`config.mk`:
```
export PLATFORM = sky130hd
export DESIGN_NAME = ci_bridge
export DESIGN_NICKNAME = d
export VERILOG_FILES = /design/src/rtl/ci_bridge_pkg.sv /design/src/rtl/ci_card_cycle.sv /design/src/rtl/ci_slot_reset.sv /design/src/rtl/ci_det_filter.sv /design/src/rtl/ci_bridge.sv
export SDC_FILE = /design/constraint.sdc
export NUM_CORES = 1
export LEC_CHECK = 0
export ABC_AREA = 1
export ABC_CLOCK_PERIOD_IN_PS = 1700
export CAP_MARGIN = 20
export CORE_ASPECT_RATIO = 0.7
export CORE_MARGIN = 4
export CORE_UTILIZATION = 58
export DETAILED_ROUTE_END_ITERATION = 16
export HOLD_SLACK_MARGIN = 0.15
export PLACE_DENSITY_LB_ADDON = 0.3
export SLEW_MARGIN = 10
export SYNTH_ARGS = -nofsm -noshare
export SYNTH_HDL_FRONTEND = slang
export SYNTH_SLANG_ARGS = --single-unit
export TNS_END_PERCENT = 30
```
`constraint.sdc`:
```
create_clock -name clk -period 1.7 [get_ports clk]
set_input_delay 0.255 -clock clk [delete_from_list [all_inputs] [get_ports clk]]
set_output_delay 0.255 -clock clk [all_outputs]
set_load 0.05 [all_outputs]
```
`src/rtl/ci_bridge_pkg.sv`:
```
// Shared types and register map for the card access bridge.
// Assumes byte-wide host registers addressed by a 4-bit offset.
package ci_bridge_pkg;

    localparam logic [3:0] REG_IRQ    = 4'h0;
    localparam logic [3:0] REG_CTRL2  = 4'h1;
    localparam logic [3:0] REG_ADDR_L = 4'h4;
    localparam logic [3:0] REG_ADDR_H = 4'h5;
    localparam logic [3:0] REG_DATA   = 4'h6;
    localparam logic [3:0] REG_BUS    = 4'h7;

    typedef enum logic [2:0] {
        CYC_IDLE,
        CYC_SETUP,
        CYC_STROBE,
        CYC_WAIT,
        CYC_HOLD
    } cyc_state_t;

    typedef enum logic [1:0] {
        RST_IDLE,
        RST_ASSERT,
        RST_SETTLE
    } rst_phase_t;

endpackage

```
`src/rtl/ci_card_cycle.sv`:
```
// Card bus cycle engine: runs one setup/strobe/hold cycle per start pulse.
// Latches address, slot, space and write data at start. Extends the strobe
// while the card holds wait low, up to WAIT_LIMIT cycles, and then returns
// all ones on a read. Assumes every phase count is at least 1.
module ci_card_cycle
    import ci_bridge_pkg::*;
#(
    parameter int SETUP_CYC  = 2,
    parameter int STROBE_CYC = 4,
    parameter int HOLD_CYC   = 2,
    parameter int WAIT_LIMIT = 250,
    parameter int ADDR_W     = 14,
    parameter int DATA_W     = 8
) (
    input  logic              clk,
    input  logic              rst_n,
    input  logic              start,
    input  logic              we,
    input  logic              slot,
    input  logic              space,
    input  logic [ADDR_W-1:0] addr,
    input  logic [DATA_W-1:0] wdata,
    output logic              busy,
    output logic              done,
    output logic [DATA_W-1:0] rdata,
    output logic [ADDR_W-1:0] card_addr,
    output logic              card_ctl_space,
    output logic [1:0]        card_sel_n,
    output logic              card_rd_n,
    output logic              card_wr_n,
    output logic [DATA_W-1:0] card_dout,
    output logic              card_dout_en,
    input  logic [DATA_W-1:0] card_din,
    input  logic              card_wait_n
);
    localparam int MAX_AB = (SETUP_CYC > STROBE_CYC) ? SETUP_CYC : STROBE_CYC;
    localparam int MAX_CD = (HOLD_CYC > WAIT_LIMIT) ? HOLD_CYC : WAIT_LIMIT;
    localparam int MAXC   = (MAX_AB > MAX_CD) ? MAX_AB : MAX_CD;
    localparam int CW     = $clog2(MAXC + 1);
    localparam int RW     = $clog2(STROBE_CYC + WAIT_LIMIT + 2);

    cyc_state_t        state;
    logic [CW-1:0]     cnt;
    logic              we_q, slot_q, space_q;
    logic [ADDR_W-1:0] addr_q;
    logic [DATA_W-1:0] wdata_q;
    logic              strobe;

    // Phase sequencing, request latching and read data capture.
    always_ff @(posedge clk) begin
        if (!rst_n) begin
            state   <= CYC_IDLE;
            cnt     <= '0;
            we_q    <= 1'b0;
            slot_q  <= 1'b0;
            space_q <= 1'b0;
            addr_q  <= '0;
            wdata_q <= '0;
            rdata   <= '0;
            done    <= 1'b0;
        end else begin
            done <= 1'b0;
            case (state)
                CYC_IDLE: if (start) begin
                    state   <= CYC_SETUP;
                    cnt     <= CW'(SETUP_CYC - 1);
                    we_q    <= we;
                    slot_q  <= slot;
                    space_q <= space;
                    addr_q  <= addr;
                    wdata_q <= wdata;
                end
                CYC_SETUP: if (cnt == '0) begin
                    state <= CYC_STROBE;
                    cnt   <= CW'(STROBE_CYC - 1);
                end else begin
                    cnt <= cnt - 1'b1;
                end
                CYC_STROBE: if (cnt != '0) begin
                    cnt <= cnt - 1'b1;
                end else if (card_wait_n) begin
                    rdata <= card_din;
                    state <= CYC_HOLD;
                    cnt   <= CW'(HOLD_CYC - 1);
                end else begin
                    state <= CYC_WAIT;
                    cnt   <= CW'(WAIT_LIMIT - 1);
                end
                CYC_WAIT: if (card_wait_n) begin
                    rdata <= card_din;
                    state <= CYC_HOLD;
                    cnt   <= CW'(HOLD_CYC - 1);
                end else if (cnt == '0) begin
                    rdata <= '1;
                    state <= CYC_HOLD;
                    cnt   <= CW'(HOLD_CYC - 1);
                end else begin
                    cnt <= cnt - 1'b1;
                end
                CYC_HOLD: if (cnt == '0) begin
                    state <= CYC_IDLE;
                    done  <= 1'b1;
                end else begin
                    cnt <= cnt - 1'b1;
                end
                default: state <= CYC_IDLE;
            endcase
        end
    end

    // Card pin decode from the current phase.
    always_comb begin
        busy           = (state != CYC_IDLE);
        strobe         = (state == CYC_STROBE) || (state == CYC_WAIT);
        card_sel_n     = busy ? ~(2'b01 << slot_q) : 2'b11;
        card_rd_n      = !(strobe && !we_q);
        card_wr_n      = !(strobe && we_q);
        card_addr      = addr_q;
        card_ctl_space = space_q;
        card_dout      = wdata_q;
        card_dout_en   = busy && we_q;
    end

    // Length of the current strobe run, kept for the wait bound check.
    logic [RW-1:0] strobe_run;
    always_ff @(posedge clk) begin
        if (!rst_n) strobe_run <= '0;
        else        strobe_run <= (!card_rd_n || !card_wr_n) ? strobe_run + 1'b1 : '0;
    end

    AST_STROBE_EXCL: assert property (@(posedge clk) disable iff (!rst_n)
        !(!card_rd_n && !card_wr_n));
    AST_ONE_SELECT: assert property (@(posedge clk) disable iff (!rst_n)
        $countones(~card_sel_n) <= 1);
    AST_STROBE_IN_SELECT: assert property (@(posedge clk) disable iff (!rst_n)
        (!card_rd_n || !card_wr_n) |-> (card_sel_n != 2'b11));
    AST_ADDR_STABLE: assert property (@(posedge clk) disable iff (!rst_n)
        (busy && $past(busy)) |-> $stable(card_addr));
    AST_WAIT_BOUNDED: assert property (@(posedge clk) disable iff (!rst_n)
        (!card_rd_n || !card_wr_n) |-> (strobe_run < RW'(STROBE_CYC + WAIT_LIMIT)));
endmodule

```
`src/rtl/ci_slot_reset.sv`:
```
// Per-slot reset pulse: holds the reset active for HOLD_CYC cycles, then
// stays busy for SETTLE_CYC cycles before reporting completion.
// Start requests while busy are ignored. Assumes both counts are >= 1.
module ci_slot_reset
    import ci_bridge_pkg::*;
#(
    parameter int HOLD_CYC   = 25000,
    parameter int SETTLE_CYC = 250000
) (
    input  logic clk,
    input  logic rst_n,
    input  logic start,
    output logic busy,
    output logic rst_out
);
    localparam int MAXC = (HOLD_CYC > SETTLE_CYC) ? HOLD_CYC : SETTLE_CYC;
    localparam int CW   = $clog2(MAXC + 1);

    rst_phase_t    phase;
    logic [CW-1:0] cnt;

    // Pulse then settle countdown.
    always_ff @(posedge clk) begin
        if (!rst_n) begin
            phase <= RST_IDLE;
            cnt   <= '0;
        end else begin
            case (phase)
                RST_IDLE: if (start) begin
                    phase <= RST_ASSERT;
                    cnt   <= CW'(HOLD_CYC - 1);
                end
                RST_ASSERT: if (cnt == '0) begin
                    phase <= RST_SETTLE;
                    cnt   <= CW'(SETTLE_CYC - 1);
                end else begin
                    cnt <= cnt - 1'b1;
                end
                RST_SETTLE: if (cnt == '0) phase <= RST_IDLE;
                            else           cnt   <= cnt - 1'b1;
                default: phase <= RST_IDLE;
            endcase
        end
    end

    // Output decode.
    always_comb begin
        busy    = (phase != RST_IDLE);
        rst_out = (phase == RST_ASSERT);
    end

    AST_SETTLE_AFTER_PULSE: assert property (@(posedge clk) disable iff (!rst_n)
        $fell(rst_out) |-> busy);
    AST_PULSE_STARTS_IDLE: assert property (@(posedge clk) disable iff (!rst_n)
        $rose(rst_out) |-> !$past(busy));
endmodule

```
`src/rtl/ci_det_filter.sv`:
```
// Card-detect filter: synchronises the raw active-low detect input and
// accepts a new level only after it has held for FILTER_CYC cycles. Pulses
// changed for one cycle when the accepted level moves. The level resets to 1.
module ci_det_filter #(
    parameter int FILTER_CYC = 1000000
) (
    input  logic clk,
    input  logic rst_n,
    input  logic raw_n,
    output logic level,
    output logic changed
);
    localparam int CW = $clog2(FILTER_CYC + 1);

    logic [1:0]    sync_q;
    logic [CW-1:0] cnt;

    // Two-flop synchroniser and agreement counter.
    always_ff @(posedge clk) begin
        if (!rst_n) begin
            sync_q  <= 2'b11;
            level   <= 1'b1;
            cnt     <= '0;
            changed <= 1'b0;
        end else begin
            sync_q  <= {sync_q[0], raw_n};
            changed <= 1'b0;
            if (sync_q[1] == level) begin
                cnt <= '0;
            end else if (cnt == CW'(FILTER_CYC - 1)) begin
                level   <= sync_q[1];
                cnt     <= '0;
                changed <= 1'b1;
            end else begin
                cnt <= cnt + 1'b1;
            end
        end
    end

    AST_LEVEL_FOLLOWS_INPUT: assert property (@(posedge clk) disable iff (!rst_n)
        !$stable(level) |-> (level == $past(sync_q[1])));
    AST_CHANGE_MARKS_MOVE: assert property (@(posedge clk) disable iff (!rst_n)
        changed |-> !$stable(level));
endmodule

```
`src/rtl/ci_bridge.sv`:
```
// Card access bridge top: host register file, card cycle engine, per-slot
// reset pulses and card-detect filters with an interrupt.
// Assumes the host waits for host_ack before its next data-register access.
module ci_bridge
    import ci_bridge_pkg::*;
#(
    parameter int SETUP_CYC      = 2,
    parameter int STROBE_CYC     = 4,
    parameter int HOLD_CYC       = 2,
    parameter int WAIT_LIMIT     = 250,
    parameter int RST_HOLD_CYC   = 25000,
    parameter int RST_SETTLE_CYC = 250000,
    parameter int DEBOUNCE_CYC   = 1000000
) (
    input  logic        clk,
    input  logic        rst_n,
    input  logic        host_req,
    input  logic        host_we,
    input  logic [3:0]  host_addr,
    input  logic [7:0]  host_wdata,
    output logic [7:0]  host_rdata,
    output logic        host_ack,
    output logic [13:0] card_addr,
    output logic        card_ctl_space,
    output logic [1:0]  card_sel_n,
    output logic        card_rd_n,
    output logic        card_wr_n,
    output logic [7:0]  card_dout,
    output logic        card_dout_en,
    input  logic [7:0]  card_din,
    input  logic        card_wait_n,
    output logic [1:0]  card_rst,
    input  logic [1:0]  card_det_n,
    output logic [1:0]  ts_route_en,
    output logic [1:0]  ts_out_en,
    output logic [1:0]  fe_rst_n,
    output logic        irq
);
    localparam int NSLOT  = 2;
    localparam int ADDR_W = 14;
    localparam int DATA_W = 8;

    logic [6:0]       addr_lo, addr_hi;
    logic             slot_sel, space_sel;
    logic             irq_pend;
    logic             cyc_busy, cyc_done, cyc_we_q;
    logic [DATA_W-1:0] cyc_rdata;
    logic [NSLOT-1:0] rst_busy, det_level, det_change;
    logic             wr_bus, rd_irq, cyc_start, reg_acc;
    logic [7:0]       bus_rd, rd_mux;

    // Host request decode.
    always_comb begin
        wr_bus    = host_req && host_we && (host_addr == REG_BUS);
        rd_irq    = host_req && !host_we && (host_addr == REG_IRQ);
        cyc_start = host_req && (host_addr == REG_DATA) && !cyc_busy;
        reg_acc   = host_req && (host_addr != REG_DATA);
    end

    // Writable register state.
    always_ff @(posedge clk) begin
        if (!rst_n) begin
            addr_lo     <= '0;
            addr_hi     <= '0;
            slot_sel    <= 1'b0;
            space_sel   <= 1'b0;
            ts_route_en <= '0;
            ts_out_en   <= '0;
            fe_rst_n    <= 2'b11;
            cyc_we_q    <= 1'b0;
        end else begin
            if (cyc_start) cyc_we_q <= host_we;
            if (host_req && host_we) begin
                case (host_addr)
                    REG_ADDR_L: addr_lo <= host_wdata[7:1];
                    REG_ADDR_H: addr_hi <= host_wdata[6:0];
                    REG_CTRL2: begin
                        ts_out_en <= host_wdata[5:4];
                        fe_rst_n  <= {host_wdata[2], host_wdata[3]};
                    end
                    REG_BUS: begin
                        slot_sel    <= host_wdata[7];
                        space_sel   <= host_wdata[6];
                        ts_route_en <= {host_wdata[2], host_wdata[3]};
                    end
                    default: ;
                endcase
            end
        end
    end

    // Per-slot reset pulse and detect filter; slot i uses bus bits 5-i, 3-i, 1-i.
    for (genvar i = 0; i < NSLOT; i++) begin : g_slot
        ci_slot_reset #(
            .HOLD_CYC  (RST_HOLD_CYC),
            .SETTLE_CYC(RST_SETTLE_CYC)
        ) u_rst (
            .clk    (clk),
            .rst_n  (rst_n),
            .start  (wr_bus && host_wdata[5-i]),
            .busy   (rst_busy[i]),
            .rst_out(card_rst[i])
        );
        ci_det_filter #(
            .FILTER_CYC(DEBOUNCE_CYC)
        ) u_det (
            .clk    (clk),
            .rst_n  (rst_n),
            .raw_n  (card_det_n[i]),
            .level  (det_level[i]),
            .changed(det_change[i])
        );
    end

    // Card cycle engine.
    ci_card_cycle #(
        .SETUP_CYC (SETUP_CYC),
        .STROBE_CYC(STROBE_CYC),
        .HOLD_CYC  (HOLD_CYC),
        .WAIT_LIMIT(WAIT_LIMIT),
        .ADDR_W    (ADDR_W),
        .DATA_W    (DATA_W)
    ) u_cyc (
        .clk           (clk),
        .rst_n         (rst_n),
        .start         (cyc_start),
        .we            (host_we),
        .slot          (slot_sel),
        .space         (space_sel),
        .addr          ({addr_hi, addr_lo}),
        .wdata         (host_wdata),
        .busy          (cyc_busy),
        .done          (cyc_done),
        .rdata         (cyc_rdata),
        .card_addr     (card_addr),
        .card_ctl_space(card_ctl_space),
        .card_sel_n    (card_sel_n),
        .card_rd_n     (card_rd_n),
        .card_wr_n     (card_wr_n),
        .card_dout     (card_dout),
        .card_dout_en  (card_dout_en),
        .card_din      (card_din),
        .card_wait_n   (card_wait_n)
    );

    // Read-back multiplexer.
    always_comb begin
        bus_rd = {slot_sel, space_sel, 6'b0};
        for (int i = 0; i < NSLOT; i++) begin
            bus_rd[5-i] = rst_busy[i];
            bus_rd[3-i] = ts_route_en[i];
            bus_rd[1-i] = det_level[i];
        end
        case (host_addr)
            REG_IRQ:    rd_mux = {7'b0, irq_pend};
            REG_CTRL2:  rd_mux = {2'b0, ts_out_en, fe_rst_n[0], fe_rst_n[1], 2'b0};
            REG_ADDR_L: rd_mux = {addr_lo, 1'b0};
            REG_ADDR_H: rd_mux = {1'b0, addr_hi};
            REG_BUS:    rd_mux = bus_rd;
            default:    rd_mux = 8'h00;
        endcase
    end

    // Interrupt pending: set by a filtered detect change, cleared by a read; set wins.
    always_ff @(posedge clk) begin
        if (!rst_n)             irq_pend <= 1'b0;
        else if (|det_change)   irq_pend <= 1'b1;
        else if (rd_irq)        irq_pend <= 1'b0;
    end
    assign irq = irq_pend;

    // Host response: register accesses next cycle, data accesses at cycle end.
    always_ff @(posedge clk) begin
        if (!rst_n) begin
            host_ack   <= 1'b0;
            host_rdata <= '0;
        end else begin
            host_ack <= reg_acc || cyc_done;
            if (reg_acc && !host_we)  host_rdata <= rd_mux;
            if (cyc_done && !cyc_we_q) host_rdata <= cyc_rdata;
        end
    end

    AST_IRQ_ON_CHANGE: assert property (@(posedge clk) disable iff (!rst_n)
        (|det_change) |=> irq);
    AST_IRQ_READ_CLEARS: assert property (@(posedge clk) disable iff (!rst_n)
        (rd_irq && !(|det_change)) |=> !irq);
    AST_ACK_AFTER_CYCLE: assert property (@(posedge clk) disable iff (!rst_n)
        cyc_done |=> host_ack);
endmodule

```
==> flow_summary_export.csv, run 1 <==
group,metric,value,unit
status,status,"complete, but fails checks",
status,failed_checks,"setup timing",
sta,fin_crit_sh,101,%
sta,fin_worst_skew,0.00803,ns
floorplanning,io_pins,73,
logic_synthesis,netlist_area,0.00832,mm^2
clocking,cts.sinks,165,
clocking,clk_pin_slew,0.07,ns
clocking,root_buffer,"clkbuf_16",
logic_synthesis,synth_cell_types,38,
sta,finalHoldViolCount,0,
worst_hold_path,hold_path_class,"in -> reg",
logic_synthesis,synth-seq-area-share,39.7,%
sta,max_slew_margin,65.4,%
cells_and_area,fill_cells,955,
cells_and_area,area_delta_synth_final,31.4,%
floorplanning,dieWidth,151,um
sta,worst_slack,-0.0224,ns
setup_path,startpoint,"u_cyc.state[0]",
drt,wl_per_cell,15.8,um
setup_path,cp.arrival,1.47,ns
grt,antenna_found_initial,0,
floorplanning,die_y,108,um
grt,grt_max_degree,61,
cells_and_area,stdcell_area,0.0109,mm^2
pwr,p_leak,4.72,nW
placement,gp_congestion,0.962,
logic_synthesis,ys_ff_latch,165,
placement,hpwl,17.0,mm
floorplanning,die_area,0.0164,mm^2
drt,routed_wl,25.4,mm
placement,dp_cells,1561,
logic_synthesis,synth_warnings,0,
logic_synthesis,avgSynthCellArea,6.82,um^2
floorplanning,start_util,59.6,%
cells_and_area,fin_cells,1606,
setup_path,worstReg2RegStart,"g_slot[1].u_rst.cnt[5]",
clocking,clock_latency,0.43,ns
sta,period_needed,1.72,ns
sta,rsz0062_at_grt,"yes",
worst_hold_path,min_from,"card_det_n[1]",
placement,port_buffers,72,
logic_synthesis,netlist_instances,1219,
sta,drv_slew,0,
run,maxCapViolCount,0,
sta,worst_pin_slew,0.519,ns
drt,postRouteAntennaNets,0,
cells_and_area,diodes,0,
clocking,cts_buffer_depth,2,
setup_path,crit_type,"reg -> out",
pwr,p_per_area,1330,mW/mm^2
cells_and_area,drive_gt1_share,22.2,%
clocking,cts_buffers,17,
setup_path,cp-start-kind,"flip-flop",
setup_path,critPathCaptureType,"output pin",
floorplanning,rows,36,
setup_path,cp_max_fo,3,
logic_synthesis,syn_nets,1260,
pwr,ir_drop,1010,uV
sta,fmax,581,MHz
drt,vias_per_cell,5.59,
drt,drc,0,
floorplanning,core_area,0.0140,mm^2
grt,grtUsageTotal,30.2,%
drt,drt-pass1-iter-count,6,
drt,dr_total_vias,8981,
cells_and_area,final_nets,1444,
drt,drtIter0Drc,790,
grt,grt_pass1_wl,40.0,mm
grt,grt-ovfl-total,0,
sta,setup_viol,1,
clocking,h-tree-depth,4,
grt,first_global_vias,8315,
clocking,tritoncts,"built",
placement,dpl-instance-area,0.00990,mm^2
setup_path,required,1.44,ns
-- cell families after synthesis --
kind of cell    synth area share [%]
simple gates                    32.5
compound gates                  13.4
buf+inv                         8.80
flops                           39.7
xor+xnor                        3.47
fa+ha+maj                       2.11
-- metrics by stage --
step / utilization (%) / TNS (ns) / total power [mW] / setup slack [ns] / hold slack (ns)
2_1_floorplan: - / 0 / 7.75 / 0.147 / 0.362
3_3_place_gp: 70.9 / -19.12 / 9.51 / -0.282 / 0.397
3_5_place_dp: 70.9 / -23.70 / 9.64 / -0.364 / 0.407
4_1_cts: 76.0 / -0.0490 / 13.8 / -0.0248 / 0.381
5_1_grt: 78.3 / -2.07 / 15.3 / -0.156 / 0.398
6_report: 78.3 / -0.0224 / 14.5 / -0.0224 / 0.383
-- state kept, by name (all words and copies together), names as in the netlist, 3 cells and up --
signal / flops
addr_hi: 7
u_cyc.cnt: 8
g_slot.u_rst.phase: 4
g_slot.u_det.cnt: 40
u_cyc.rdata: 8
u_cyc.card_dout: 8
addr_lo: 7
host_rdata: 8
g_slot.u_rst.cnt: 36
g_slot.u_det.sync_q: 4
u_cyc.state: 3
u_cyc.card_addr: 14
-- Yosys cell counts (all sizes together) --
master	instances	area [um^2]
nand2	251	970
nor2	216	876
dfxtp	165	3300
inv	155	582
o21ai	102	510
a21oi	90	462
nand3	57	320
nand4	35	249
nor3	30	150
xor2	27	236
buf	15	97.6
clkbuf	14	52.6
ha	14	175
a31oi	11	68.8
o22ai	8	50.1
or2	6	37.5
xnor2	6	52.6
nor3b	5	37.5
nor4	4	31.3
and2	2	12.5
nand3b	2	15.0
a21boi	1	7.51
nand2b	1	6.26
o211ai	1	7.51
o21bai	1	7.51
-- where the power goes --
part           internal (mW)  leakage (nW)  switching (mW)
Combinational           2.49          3.08            3.74
Sequential              4.13          1.34           0.219
Clock                   2.12         0.296            1.85
-- critical path, cell delays in order (launching register included) --
cell,delay (ns)
dfxtp_2,0.35
inv_4,0.05
nand2_4,0.08
nor2_4,0.05
buf_6,0.12
or2_4,0.23
buf_12,0.15
-- timing repair --
item                                    CTS  global route
gates cloned                              1             0
pin swaps                                 5            20
gates resized for setup                  16            91
endpoints found under the setup margin   43           118
hold endpoints to repair                  1             0
buffers inserted                          3             8
hold buffers                              1             0
-- layout make-up --
type	count	area, um^2	area share (%)
well taps	190	238	2.18
flip-flops and latches	165	3320	30.4
inverters	155	584	5.35
multi-input cells	871	4570	41.8
clock inverters	15	181	1.66
repair buffers	193	1610	14.8
clock buffers	17	425	3.89
-- final timing paths --
check	end	slack, ns	cells past startpoint
setup / recovery	card_sel_n[0]	-0.02	6
hold / removal	g_slot[1].u_det.sync_q[0]	0.38	2
setup reg to reg	g_slot[1].u_rst.phase[0]	0.01	8
hold reg to reg	g_slot[1].u_det.sync_q[1]	0.42	1
-- metal layers --
layer  share of wire [%]  global-route usage, %  up-vias  routed length (um)
li1                    -                      -     4305                   -
met1                  43                   41.8     4135               10900
met2                  46                   47.6      476               11600
met3                 8.9                   5.15       65                2260
met4                 2.8                   11.2        0                 722
met5                   0                      0        -                   0
-- layout by cell type (no fill, tap or decap), drive strengths merged --
cell / n
bufinv: 1
o22ai: 8
clkdlybuf4s50: 24
nor4: 4
xnor2: 6
dlymetal6s2s: 1
nand3b: 2
ha: 14
nand3: 57
dfxtp: 165
clkinv: 4
clkinvlp: 1
o211ai: 1
o21ai: 102
or2: 6
and2: 2
nor3b: 5
nand4: 35
inv: 164
nand2b: 1
nor2: 217
xor2: 27
a31oi: 11
a21boi: 1
o21bai: 1
a21oi: 90
clkbuf: 17
nor3: 30
dlygate4sd3: 1
buf: 167
nand2: 251
Power figures use the tool's default switching activity.
==> run 2, diff against run 1 <==
--- a/config.mk
+++ b/config.mk
@@ -6,11 +6,11 @@
 export NUM_CORES = 1
 export LEC_CHECK = 0
 export ABC_AREA = 1
-export ABC_CLOCK_PERIOD_IN_PS = 1700
+export ABC_CLOCK_PERIOD_IN_PS = 1800
 export CAP_MARGIN = 20
 export CORE_ASPECT_RATIO = 0.7
 export CORE_MARGIN = 4
-export CORE_UTILIZATION = 58
+export CORE_UTILIZATION = 30
 export DETAILED_ROUTE_END_ITERATION = 16
 export HOLD_SLACK_MARGIN = 0.15
 export PLACE_DENSITY_LB_ADDON = 0.3
==> constraint.sdc (replaced) <==
create_clock -name clk -period 1.8 [get_ports clk]
set_input_delay 0.27 -clock clk [delete_from_list [all_inputs] [get_ports clk]]
set_output_delay 0.27 -clock clk [all_outputs]
set_load 0.05 [all_outputs]
==> flow_summary_export.csv, run 2 (synthesized netlist as in run 1, its figures left out) <==
group,metric,value,unit
clocking,cts_buffer_depth,2,
sta,fin_crit_sh,96.4,%
clocking,cts.sinks,165,
sta,fin_worst_skew,0.00636,ns
sta,max_slew_margin,64.4,%
drt,drtIter0Drc,530,
sta,period_needed,1.73,ns
clocking,root_buffer,"clkbuf_16",
sta,worst_slack,0.0656,ns
cells_and_area,final_cell_mix,"nand2_1, nor2_1, dfxtp_1",
cells_and_area,fin_util,40.2,%
grt,antenna_found_initial,0,
pwr,power,13.2,mW
pwr,ir_drop,710,uV
floorplanning,rows,50,
grt,grt_max_degree,60,
cells_and_area,regMostFlops,"g_slot.u_det.cnt",
grt,grt_pass1_wl,38.2,mm
clocking,tritoncts,"built",
setup_path,critPathCaptureType,"output pin",
sta,finalHoldViolCount,0,
placement,gp_congestion,0.878,
drt,drt-pass1-iter-count,5,
sta,setup_viol,0,
floorplanning,die_y,147,um
placement,hpwl,17.9,mm
grt,grtUsageTotal,15.3,%
setup_path,crit_type,"reg -> out",
floorplanning,core_area,0.0270,mm^2
floorplanning,start_util,30.8,%
cells_and_area,area_delta_synth_final,30.7,%
clocking,clock_latency,0.43,ns
drt,postRouteAntennaNets,0,
status,status,"complete, no violations",
setup_path,cp.arrival,1.46,ns
placement,pre_cts_ws,-0.378,ns
drt,vias_per_cell,4.56,
setup_path,cp-start-kind,"flip-flop",
drt,drc,0,
sta,rsz0062_at_grt,"yes",
pwr,p_per_area,1220,mW/mm^2
setup_path,required,1.53,ns
floorplanning,die_area,0.0305,mm^2
run,maxCapViolCount,0,
clocking,clk_pin_slew,0.07,ns
worst_hold_path,hold_path_class,"in -> reg",
sta,drv_slew,0,
floorplanning,io_pins,73,
cells_and_area,largest_register_ffs,40,
sta,worst_pin_slew,0.534,ns
clocking,cts_buffers,17,
cells_and_area,fin_cells,1765,
placement,dp_cells,1724,
floorplanning,dieWidth,207,um
sta,fmax,577,MHz
cells_and_area,drive_gt1_share,16.7,%
drt,routed_wl,23.6,mm
cells_and_area,final_nets,1429,
placement,port_buffers,72,
setup_path,cp_max_fo,5,
drt,dr_total_vias,8057,
grt,grt-ovfl-total,0,
cells_and_area,diodes,0,
grt,first_global_vias,7243,
cells_and_area,final_common_cell,"nand2_1",
clocking,h-tree-depth,4,
pwr,p_leak,4.64,nW
drt,wl_per_cell,13.4,um
-- run 2: what timing repair did --
action                                  4_1_cts  5_1_grt
cloned                                        0        1
endpoints found under the setup margin       23       80
buffers inserted                              1        6
pin swaps                                     2       11
gates resized for setup                      27       36
hold buffers                                  1        0
endpoints found under the hold margin         1        0
-- run 2: per-layer routing --
layer / share of wire, % / up-vias / global-route usage, %
met1: 53 / 3593 / 22.9
met3: 5.2 / 15 / 3.37
li1: - / 4288 / -
met5: 0 / - / 0
met2: 41 / 161 / 21.9
met4: 1.2 / 0 / 4.46
-- run 2: path summary, 6_finish.rpt --
| check | slack, ns | to | cells past startpoint | from |
|---|---|---|---|---|
| max reg2reg | 0.10 | g_slot[1].u_rst.cnt[15] | 10 | g_slot[1].u_rst.cnt[2] |
| min reg2reg | 0.42 | g_slot[0].u_det.sync_q[1] | 1 | g_slot[0].u_det.sync_q[0] |
| max | 0.07 | card_sel_n[0] | 6 | u_cyc.state[1] |
| min | 0.41 | g_slot[0].u_det.sync_q[0] | 2 | card_det_n[0] |
-- run 2: cell type report --
type | instances | area (um^2)
Multi-Input combinational cell | 871 | 4400
Fill cell | 2828 | 16200
Inverter | 155 | 584
Timing Repair Buffer | 178 | 1500
Clock inverter | 15 | 194
Clock buffer | 17 | 425
Tap cell | 364 | 455
Sequential cell | 165 | 3310
-- run 2: power by group --
group / leakage, nW / internal [mW] / switching [mW]
Combinational: 3.01 / 2.15 / 3.11
Sequential: 1.34 / 3.90 / 0.212
Clock: 0.293 / 2.22 / 1.62
Total: 4.64 / 8.27 / 4.94
-- run 2: worst max-delay path, cell delays in order (launching register included) --
cell and delay (ns):
dfxtp_2 0.35, inv_4 0.05, nand2_4 0.06, nor2_4 0.05
buf_4 0.14, or2_4 0.23, buf_12 0.15
-- run 2: stage by stage --
| stage | instance area [um^2] | setup TNS (ns) | hold slack (ns) |
|---|---|---|---|
| 2_1_floorplan | 8320 | 0 | 0.377 |
| 3_3_place_gp | 10100 | -23.99 | 0.399 |
| 3_5_place_dp | 10100 | -25.62 | 0.401 |
| 4_1_cts | 10700 | -0.0453 | 0.380 |
| 5_1_grt | 10900 | -0.0785 | 0.389 |
| 6_report | 10900 | 0 | 0.406 |
